===== src/rtl/sprom_pkg.sv =====
package sprom_pkg;

   // serial command prefix: start bit followed by the read opcode
   localparam logic [2:0] READ_OPC = 3'b110;
   localparam int         OPC_W    = 3;

   typedef enum logic [1:0] {
      ST_IDLE,
      ST_SEL,
      ST_CMD,
      ST_DATA
   } stage_e;

   typedef enum logic [1:0] {
      PH_SET,
      PH_HIGH,
      PH_LOW
   } phase_e;

endpackage


===== src/rtl/sprom_xfer.sv =====
module sprom_xfer
   import sprom_pkg::*;
#(
   parameter int LONG_AW   = 8,
   parameter int SHORT_AW  = 6,
   parameter int WORD_W    = 16,
   parameter int SETUP_CYC = 2,
   parameter int HIGH_CYC  = 3,
   parameter int LOW_CYC   = 2
) (
   input  logic               clk,
   input  logic               rst_n,
   input  logic               go,
   input  logic [LONG_AW-1:0] addr,
   input  logic               addr_long,
   output logic               done,
   output logic [WORD_W-1:0]  rdata,
   output logic               ee_cs,
   output logic               ee_sk,
   output logic               ee_di,
   input  logic               ee_do
);

   localparam int CMD_W   = OPC_W + LONG_AW;
   localparam int CMD_S   = OPC_W + SHORT_AW;
   localparam int AW_DIFF = LONG_AW - SHORT_AW;
   localparam int MAX_HL  = (HIGH_CYC > LOW_CYC) ? HIGH_CYC : LOW_CYC;
   localparam int MAXC    = (SETUP_CYC > MAX_HL) ? SETUP_CYC : MAX_HL;
   localparam int PC_W    = $clog2(MAXC + 1);
   localparam int MAXB    = (CMD_W > WORD_W) ? CMD_W : WORD_W;
   localparam int BC_W    = $clog2(MAXB + 1);

   localparam logic [PC_W-1:0] SET_LD = PC_W'(SETUP_CYC - 1);
   localparam logic [PC_W-1:0] HI_LD  = PC_W'(HIGH_CYC - 1);
   localparam logic [PC_W-1:0] LO_LD  = PC_W'(LOW_CYC - 1);

   stage_e             stage;
   phase_e             phase;
   logic [PC_W-1:0]    pcnt;
   logic [BC_W-1:0]    bcnt;
   logic [CMD_W-1:0]   cmd_sr;
   logic [WORD_W-1:0]  data_sr;
   logic [CMD_W-1:0]   cmd_word;
   logic               shifting;

   // short addresses are left-aligned so the same shifter serves both lengths
   assign cmd_word = {READ_OPC, addr_long ? addr : (addr << AW_DIFF)};
   assign shifting = (stage == ST_CMD) || (stage == ST_DATA);

   always_ff @(posedge clk) begin
      if (!rst_n) begin
         stage   <= ST_IDLE;
         phase   <= PH_SET;
         pcnt    <= '0;
         bcnt    <= '0;
         cmd_sr  <= '0;
         data_sr <= '0;
         done    <= 1'b0;
      end else begin
         done <= 1'b0;
         case (stage)
            ST_IDLE: begin
               if (go) begin
                  stage  <= ST_SEL;
                  pcnt   <= SET_LD;
                  cmd_sr <= cmd_word;
                  bcnt   <= addr_long ? BC_W'(CMD_W - 1) : BC_W'(CMD_S - 1);
               end
            end
            ST_SEL: begin
               if (pcnt == '0) begin
                  stage <= ST_CMD;
                  phase <= PH_SET;
                  pcnt  <= SET_LD;
               end else begin
                  pcnt <= pcnt - 1'b1;
               end
            end
            default: begin
               if (pcnt != '0) begin
                  pcnt <= pcnt - 1'b1;
               end else begin
                  case (phase)
                     PH_SET: begin
                        phase <= PH_HIGH;
                        pcnt  <= HI_LD;
                     end
                     PH_HIGH: begin
                        phase <= PH_LOW;
                        pcnt  <= LO_LD;
                        if (stage == ST_DATA)
                           data_sr <= {data_sr[WORD_W-2:0], ee_do};
                     end
                     PH_LOW: begin
                        phase <= PH_SET;
                        pcnt  <= SET_LD;
                        if (bcnt == '0) begin
                           if (stage == ST_CMD) begin
                              stage <= ST_DATA;
                              bcnt  <= BC_W'(WORD_W - 1);
                           end else begin
                              stage <= ST_IDLE;
                              done  <= 1'b1;
                           end
                        end else begin
                           bcnt   <= bcnt - 1'b1;
                           cmd_sr <= {cmd_sr[CMD_W-2:0], 1'b0};
                        end
                     end
                     default: phase <= PH_SET;
                  endcase
               end
            end
         endcase
      end
   end

   assign ee_cs = (stage != ST_IDLE);
   assign ee_sk = shifting && (phase == PH_HIGH);
   assign ee_di = (stage == ST_CMD) && cmd_sr[CMD_W-1];
   assign rdata = data_sr;

endmodule


===== src/rtl/sprom_byte_order.sv =====
module sprom_byte_order #(
   parameter int WORD_W       = 16,
   parameter bit SWAP_SUPPORT = 1'b1
) (
   input  logic [WORD_W-1:0] din,
   input  logic              swap_en,
   output logic [WORD_W-1:0] dout
);

   localparam int HALF = WORD_W / 2;

   generate
      if (SWAP_SUPPORT) begin : g_swap
         assign dout = swap_en ? {din[HALF-1:0], din[WORD_W-1:HALF]} : din;
      end else begin : g_pass
         logic unused_swap;
         assign unused_swap = swap_en;
         assign dout        = din;
      end
   endgenerate

endmodule


===== src/rtl/sprom_burst.sv =====
module sprom_burst #(
   parameter int LONG_AW      = 8,
   parameter int SHORT_AW     = 6,
   parameter int CNT_W        = 4,
   parameter int WORD_W       = 16,
   parameter bit SWAP_SUPPORT = 1'b1
) (
   input  logic               clk,
   input  logic               rst_n,
   input  logic               start,
   input  logic [LONG_AW-1:0] base_addr,
   input  logic               addr_long,
   input  logic [CNT_W-1:0]   word_cnt,
   input  logic               swap_en,
   output logic               eng_go,
   output logic [LONG_AW-1:0] eng_addr,
   output logic               eng_long,
   input  logic               eng_done,
   input  logic [WORD_W-1:0]  eng_data,
   output logic               busy,
   output logic               word_valid,
   output logic [WORD_W-1:0]  word_data
);

   localparam logic [LONG_AW-1:0] SHORT_MASK = LONG_AW'((1 << SHORT_AW) - 1);

   logic [CNT_W-1:0]   remain;
   logic [LONG_AW-1:0] cur_addr;
   logic [LONG_AW-1:0] cur_mask;
   logic [LONG_AW-1:0] load_mask;
   logic               long_q;
   logic               swap_q;
   logic [WORD_W-1:0]  ordered;

   assign cur_mask  = long_q    ? '1 : SHORT_MASK;
   assign load_mask = addr_long ? '1 : SHORT_MASK;

   sprom_byte_order #(
      .WORD_W       (WORD_W),
      .SWAP_SUPPORT (SWAP_SUPPORT)
   ) u_order (
      .din     (eng_data),
      .swap_en (swap_q),
      .dout    (ordered)
   );

   always_ff @(posedge clk) begin
      if (!rst_n) begin
         busy       <= 1'b0;
         remain     <= '0;
         cur_addr   <= '0;
         long_q     <= 1'b0;
         swap_q     <= 1'b0;
         eng_go     <= 1'b0;
         word_valid <= 1'b0;
         word_data  <= '0;
      end else begin
         eng_go     <= 1'b0;
         word_valid <= 1'b0;
         if (!busy) begin
            if (start && (word_cnt != '0)) begin
               busy     <= 1'b1;
               remain   <= word_cnt;
               cur_addr <= base_addr & load_mask;
               long_q   <= addr_long;
               swap_q   <= swap_en;
               eng_go   <= 1'b1;
            end
         end else if (eng_done) begin
            word_valid <= 1'b1;
            word_data  <= ordered;
            if (remain == CNT_W'(1)) begin
               busy <= 1'b0;
            end else begin
               remain   <= remain - 1'b1;
               cur_addr <= (cur_addr + 1'b1) & cur_mask;
               eng_go   <= 1'b1;
            end
         end
      end
   end

   assign eng_addr = cur_addr;
   assign eng_long = long_q;

endmodule


===== src/rtl/sprom_reader.sv =====
module sprom_reader #(
   parameter int LONG_AW      = 8,
   parameter int SHORT_AW     = 6,
   parameter int CNT_W        = 4,
   parameter int WORD_W       = 16,
   parameter int SETUP_CYC    = 2,
   parameter int HIGH_CYC     = 3,
   parameter int LOW_CYC      = 2,
   parameter bit SWAP_SUPPORT = 1'b1
) (
   input  logic               clk,
   input  logic               rst_n,
   input  logic               start,
   input  logic [LONG_AW-1:0] base_addr,
   input  logic               addr_long,
   input  logic [CNT_W-1:0]   word_cnt,
   input  logic               swap_en,
   output logic               busy,
   output logic               word_valid,
   output logic [WORD_W-1:0]  word_data,
   output logic               ee_cs,
   output logic               ee_sk,
   output logic               ee_di,
   input  logic               ee_do
);

   generate
      if (SHORT_AW < 1 || SHORT_AW >= LONG_AW) begin : g_bad_aw
         $error("sprom_reader: SHORT_AW must lie in 1..LONG_AW-1");
      end
      if (WORD_W < 2 || (WORD_W % 2) != 0) begin : g_bad_word
         $error("sprom_reader: WORD_W must be even and at least 2");
      end
      if (SETUP_CYC < 1 || HIGH_CYC < 1 || LOW_CYC < 1) begin : g_bad_cyc
         $error("sprom_reader: every phase needs at least one cycle");
      end
      if (CNT_W < 1) begin : g_bad_cnt
         $error("sprom_reader: CNT_W must be at least 1");
      end
   endgenerate

   logic               eng_go;
   logic [LONG_AW-1:0] eng_addr;
   logic               eng_long;
   logic               eng_done;
   logic [WORD_W-1:0]  eng_data;

   sprom_burst #(
      .LONG_AW      (LONG_AW),
      .SHORT_AW     (SHORT_AW),
      .CNT_W        (CNT_W),
      .WORD_W       (WORD_W),
      .SWAP_SUPPORT (SWAP_SUPPORT)
   ) u_burst (
      .clk        (clk),
      .rst_n      (rst_n),
      .start      (start),
      .base_addr  (base_addr),
      .addr_long  (addr_long),
      .word_cnt   (word_cnt),
      .swap_en    (swap_en),
      .eng_go     (eng_go),
      .eng_addr   (eng_addr),
      .eng_long   (eng_long),
      .eng_done   (eng_done),
      .eng_data   (eng_data),
      .busy       (busy),
      .word_valid (word_valid),
      .word_data  (word_data)
   );

   sprom_xfer #(
      .LONG_AW   (LONG_AW),
      .SHORT_AW  (SHORT_AW),
      .WORD_W    (WORD_W),
      .SETUP_CYC (SETUP_CYC),
      .HIGH_CYC  (HIGH_CYC),
      .LOW_CYC   (LOW_CYC)
   ) u_xfer (
      .clk       (clk),
      .rst_n     (rst_n),
      .go        (eng_go),
      .addr      (eng_addr),
      .addr_long (eng_long),
      .done      (eng_done),
      .rdata     (eng_data),
      .ee_cs     (ee_cs),
      .ee_sk     (ee_sk),
      .ee_di     (ee_di),
      .ee_do     (ee_do)
   );

endmodule


===== config.mk =====
export PLATFORM = sky130hd
export DESIGN_NAME = sprom_reader
export DESIGN_NICKNAME = d
export VERILOG_FILES = /design/src/rtl/sprom_pkg.sv /design/src/rtl/sprom_xfer.sv /design/src/rtl/sprom_byte_order.sv /design/src/rtl/sprom_burst.sv /design/src/rtl/sprom_reader.sv
export SDC_FILE = /design/constraint.sdc
export NUM_CORES = 1
export LEC_CHECK = 0
export BUFFER_PORTS_ARGS = -buffer_cell sky130_fd_sc_hd__buf_2
export CORE_MARGIN = 2
export CORE_UTILIZATION = 40
export CTS_CLUSTER_SIZE = 40
export DETAILED_ROUTE_END_ITERATION = 12
export SLEW_MARGIN = 20
export SYNTH_ARGS = -nofsm -noshare
export SYNTH_HDL_FRONTEND = slang
export SYNTH_HIERARCHICAL = 1
export SYNTH_SLANG_ARGS = --single-unit

===== constraint.sdc =====
create_clock -name clk -period 3 [get_ports clk]
set_clock_uncertainty 0.15 [all_clocks]
set_input_delay 0.6 -clock clk [delete_from_list [all_inputs] [get_ports clk]]
set_output_delay 0.6 -clock clk [all_outputs]
set_load 0.05 [all_outputs]

# Yosys cells after proc, flatten, opt, wreduce, memory -nomap -nowiden
# Index checks and enable logic that the tools add are counted.
dict set report totals {
  inputBits 18
  regBits 72
  output_inout_bits 21
  word_cells 120
}
dict set report op_classes {
  reduce_logical 29
  addsub 4
  eq_ne 15
  muxes 47
  bitwise_logic 10
}
# operator count
set ops {}
lappend ops {{$mux W8} 7}
lappend ops {{$mux W11} 4}
lappend ops {{$mux W5} 5}
lappend ops {{$mux W2} 11}
lappend ops {{$pmux W11 S2} 1}
lappend ops {{$pmux W2 S2} 5}
lappend ops {{$and A8 B8 Y8} 2}
lappend ops {{$mux W16} 1}
lappend ops {{$mux W4} 4}
lappend ops {{$reduce_and A5 Y1} 3}
lappend ops {{$ne A2 B2 Y1 const B} 5}
lappend ops {{$pmux W5 S2} 1}
lappend ops {{$add A8 B1 Y8 const B} 1}
lappend ops {{$mux W1} 8}
lappend ops {{$not A1 Y1} 8}
lappend ops {{$reduce_and A2 Y1} 4}
lappend ops {{$reduce_bool A2 Y1} 4}
lappend ops {{$eq A2 B2 Y1 const B} 3}
lappend ops {{$logic_not A2 Y1} 3}
lappend ops {{$ne A3 B3 Y1 const B} 2}
lappend ops {{$reduce_and A3 Y1} 2}
lappend ops {{$reduce_bool A3 Y1} 2}
lappend ops {{$reduce_or A6 Y1} 1}
lappend ops {{$logic_not A5 Y1} 1}
lappend ops {{12 further kinds} 17}

# Logic depth before layout (Yosys ltp)
dict set report depth {
  word_depth 6
  depth_mapped 10
  depth_no_buf 6
}

# Hierarchy
# Netlist, hierarchy kept.
# module area_each_um2 seq_area_each_um2 cells_each instances
set by_module_without_submodules {}
lappend by_module_without_submodules {sprom_xfer 1906.8 780.7 230 1}
lappend by_module_without_submodules {sprom_burst 1488.9 660.6 187 1}
lappend by_module_without_submodules {sprom_byte_order 249.0 0.0 18 1}

# Worst setup path before layout
# Ideal clock, no wire load.
dict set report synth_path {
  path_type {register to register}
  from {register u_xfer.stage[1]}
  to {register u_xfer.cmd_sr[6]}
  t_required_ns 2.776
  stages_incl_launch_ff 10
  path_buffers 3
  setup_ns 0.074
  synth_period_minus_slack_ns 2.511
  setup_slack_ns 0.489
  arrival_time_ns 2.286
  cell_sequence {dfxtp_1 > clkbuf_1 > inv_1 > ha_1 > buf_2 > or4b_4 > a221oi_4 > buf_6 > o2111ai_1 > o21ai_0}
}
dict set report synth_via {
  elab_chain_cells 3
  word_cells_on_any_way 9
  classes_between {eq/ne (4); mux (1); bitwise (1); reduce/logical (3)}
}
# item line_no
set synth_lines {}
lappend synth_lines {{start: declaration} sprom_xfer.sv:37} ;# stage_e stage;
lappend synth_lines {{start signal: assignment} sprom_xfer.sv:52} ;# stage <= ST_IDLE;
lappend synth_lines {{start signal: assignment} sprom_xfer.sv:64} ;# stage <= ST_SEL;
lappend synth_lines {{start signal: assignment} sprom_xfer.sv:72} ;# stage <= ST_CMD;
lappend synth_lines {{$logic_not A2 Y1 or $eq A2 B1 Y1 (tied branches)} sprom_xfer.sv:61} ;# case (stage)
lappend synth_lines {{$ne A2 B2 Y1 (no line), or another cell as far along} -}
lappend synth_lines {{$reduce_and A5 Y1 (no line)} -}
lappend synth_lines {{end signal: assignment} sprom_xfer.sv:66} ;# cmd_sr <= cmd_word;
lappend synth_lines {{end signal: assignment} sprom_xfer.sv:107} ;# cmd_sr <= {cmd_sr[CMD_W-2:0], 1'b0};
lappend synth_lines {{end: declaration} sprom_xfer.sv:41} ;# logic [CMD_W-1:0] cmd_sr;
# Parallel ways exist; a longest one is shown, timed or not.
# A chain may end at the register's enable or synchronous reset.

# Final worst setup path
dict set report layout_path {
  from {register u_xfer.stage[1]}
  to {output port ee_cs}
}
dict set report layout_via {
  elab_chain_cells 1
}
# item line_no
set layout_lines {}
lappend layout_lines {{$reduce_bool A2 Y1} sprom_xfer.sv:118} ;# assign ee_cs = (stage != ST_IDLE);
lappend layout_lines {{end: declaration} sprom_reader.sv:21} ;# output logic ee_cs,
# Every way passes these cells.

==> impl_metrics.toml <==
[run_status]
status = "complete, no violations"

[detailed_routing]
dr.pass1.iters = 5
vias = 3075
finalWirelength_um = 8040
wl_per_cell_um = 14.0
drc_errors = 0
via_per_inst = 5.34
antenna_left = 0
drtIter0Drc = 204

[critical_path]
path_cells = "inv_1, ha_1, buf_4, inv_1, buf_2"
crit_top_cell = "inv_1"
timing.critical_path.fanout_max = 25
r2r_start = "u_xfer/stage[1]$_SDFFE_PN0P_"
slowest_stage = "dfxtp_1"
r2r_end = "u_xfer/cmd_sr[6]$_SDFFE_PN0P_"
worstSetupStartpointType = "flip-flop"
worstSetupEndpointType = "primary output"
reg2reg_slack_ns = 0.54
critPathMaxStageDelay_ns = 0.52
r2r_cells = 7
path_class = "reg -> out"
crit_arrival_ns = 1.90
cp_data_required_time_ns = 2.25

[clocking]
cts_buffers = 9
cts_setup_buffers = 0
insertion_delay_ns = 0.34
cts_tree = "yes"
clk_path_buf_depth = 2
cts.clk_slew.worst_paths_ns = 0.08
hold_buffers = 0
root_buffer = "clkbuf_8"
cts.sinks = 72
cts_resized = 0
cts_htree_levels = 3

[worst_hold_path]
hold_path_end = "u_burst/word_data[9]$_SDFFE_PN0P_"
min-delay-start = "u_burst/word_data[9]$_SDFFE_PN0P_"
holdPathStages = 2
min_path_type = "reg -> reg"

[floorplanning]
ios = 39
die_x_um = 99.5
die_h_um = 99.5
coreArea_mm2 = 0.00876
die-area_mm2 = 0.00989
initial_core_util_pct = 41.6
rows = 34

[timing]
rsz0062_at_grt = "no"
fin_ws_ns = 0.352
setup_viol = 0
hold_slack_ns = 0.304
tns_ns = 0
slew_viol_final = 0
timing.fmax_mhz = 378
hold_viol_final = 0
worst_pin_slew_ns = 0.935
period_share_pct = 88.3
layout_min_cycle_time_ns = 2.65
slew_headroom_pct = 37.6

[logic_synthesis]
synth-simple-area-share_pct = 21.1
ys.flop_type = "dfxtp_1"
synth_edf_count = 0
ys_warn_count = 6
avgSynthCellArea_um2 = 8.38
ys_seq_area_share_pct = 39.5
synth_nets = 464
synthesis.area_mm2 = 0.00364
synth_fa_ha_area_share_pct = 3.78
synthArstFlopShare_pct = 0
synth_compound_area_share_pct = 19.6
syn_inst = 435
synth_cell_types = 54
synth_top_family_by_area = "simple AND/OR/NAND/NOR gates"
ys_ff_latch = 72
synth_mux_area_share_pct = 9.82
synth_xor_area_share_pct = 0

[placement]
routabilityCongestion = 0.824
port_buffers = 38
pre_cts_ws_ns = 0.549
hpwl_um = 5520
numPlacedInstances = 560
placed_area_mm2 = 0.00386

[global_routing]
grt_max_degree = 30
antenna_found_initial = 0
grt_pass1_vias = 2982
overflow = 0
grt_first_pass_wirelength_um = 13900
grt_usage_pct = 17.2

[final_layout]
layout.cells.non_filler = 576
antennaDiodeCount = 0
area_growth_pct = 11.0
final_area_mm2 = 0.00405
drive_gt1_share_pct = 19.4
final_cell_mix = "99 x nand2_1, 72 x dfxtp_1, 53 x a21oi_1, 38 x buf_2"
nets = 492
layout_commonest_cell = "nand2_1"

[job]
drv_cap = 0

[pwr]
powerDensity_mw_per_mm2 = 607
ir_drop_uv = 276
p_leak_nw = 1.54
[synthesized netlist by cell type, types with 2 or more instances]
master,count,share of area (%)
mux2i_1,14,3.8
and4_1,2,0.48
buf_1,2,0.21
nand2b_1,3,0.51
nand3_1,11,1.5
o22ai_1,2,0.34
o21a_1,2,0.41
dfxtp_1,72,40
nor3_1,5,0.69
and2_1,2,0.34
mux2_2,6,1.9
o2111ai_1,6,1.4
buf_2,6,0.82
inv_1,19,2.0
ha_1,11,3.8
a211oi_1,3,0.62
and3_1,3,0.51
nand4_1,3,0.51
nor4_2,2,0.69
nand2_1,99,10
or3_1,2,0.34
o32ai_1,4,0.96
mux2_4,10,4.1
buf_6,4,1.2
nor2b_1,8,1.4
o21ai_0,19,2.6
a31oi_1,4,0.69
a21oi_1,53,7.3
clkbuf_1,14,1.4
nor2_1,16,1.6
o221a_2,4,1.2
o31ai_1,2,0.41
[state kept, by name, indices dropped and copies added (netlist names), 2 cells and up]
name,count
u_xfer/cmd_sr,11
u_xfer/phase,2
u_xfer/bcnt,5
u_burst/remain,4
u_xfer/stage,2
u_xfer/rdata,16
u_xfer/pcnt,2
u_burst/eng_addr,8
u_burst/word_data,16
[report_power, final]
group | internal (mW) | switching, mW
clock | 0.316 | 0.406
combinational | 0.243 | 0.377
sequential | 1.02 | 0.0887
[layer usage]
| metal | global-route usage, % | vias to the layer above | routed length [µm] |
|---|---|---|---|
| li1 | - | 1584 | - |
| met1 | 22.1 | 1452 | 3820 |
| met2 | 28.7 | 37 | 4030 |
| met3 | 2.95 | 2 | 144 |
| met4 | 6.74 | 0 | 49 |
| met5 | 0 | - | 0 |
[kinds of logic after synthesis]
kind of cell,after synthesis
AOI/OAI and AO/OA,111
adders and majority gates,11
buffers and inverters,46
DFF,72
muxes,30
and+or+nand+nor,165
[how the worst max path moves through the flow]
stage                                             from                       endpoint  slack [ns]  depth (start not counted)
after floorplan           u_xfer/stage[1]$_SDFFE_PN0P_  u_xfer/cmd_sr[6]$_SDFFE_PN0P_        0.49                          9
after global placement    u_xfer/stage[1]$_SDFFE_PN0P_  u_xfer/rdata[13]$_SDFFE_PN0P_        0.62                          7
after detailed placement  u_xfer/stage[1]$_SDFFE_PN0P_  u_xfer/cmd_sr[6]$_SDFFE_PN0P_        0.55                          7
after CTS                 u_xfer/stage[1]$_SDFFE_PN0P_                          ee_cs        0.32                          5
after global routing      u_xfer/stage[1]$_SDFFE_PN0P_                          ee_cs        0.19                          5
final                     u_xfer/stage[1]$_SDFFE_PN0P_                          ee_cs        0.35                          5
[metrics by stage]
stage	util, %	total power, mW
floorplan	-	1.61
global placement	44.0	1.74
detailed placement	44.0	1.75
CTS	46.2	2.49
global route	46.2	2.62
finish	46.2	2.45
[final cells by class]
cell class                      count  area [µm²]
Clock buffer                        9         124
Clock inverter                      7        61.3
Fill cell                         906        4720
Inverter                           19        71.3
Multi-Input combinational cell    317        1980
Sequential cell                    72        1440
Tap cell                          108         135
Timing Repair Buffer               44         235
[worst max-delay path: cells and delay by family (launching register included)]
| kind | cells | cell delay (ns) |
|---|---|---|
| buffers and inverters | 4 | 0.83 |
| flip-flops | 1 | 0.52 |
| adder cells (fa/ha/maj) | 1 | 0.21 |
(Power assumes the default switching activity.)
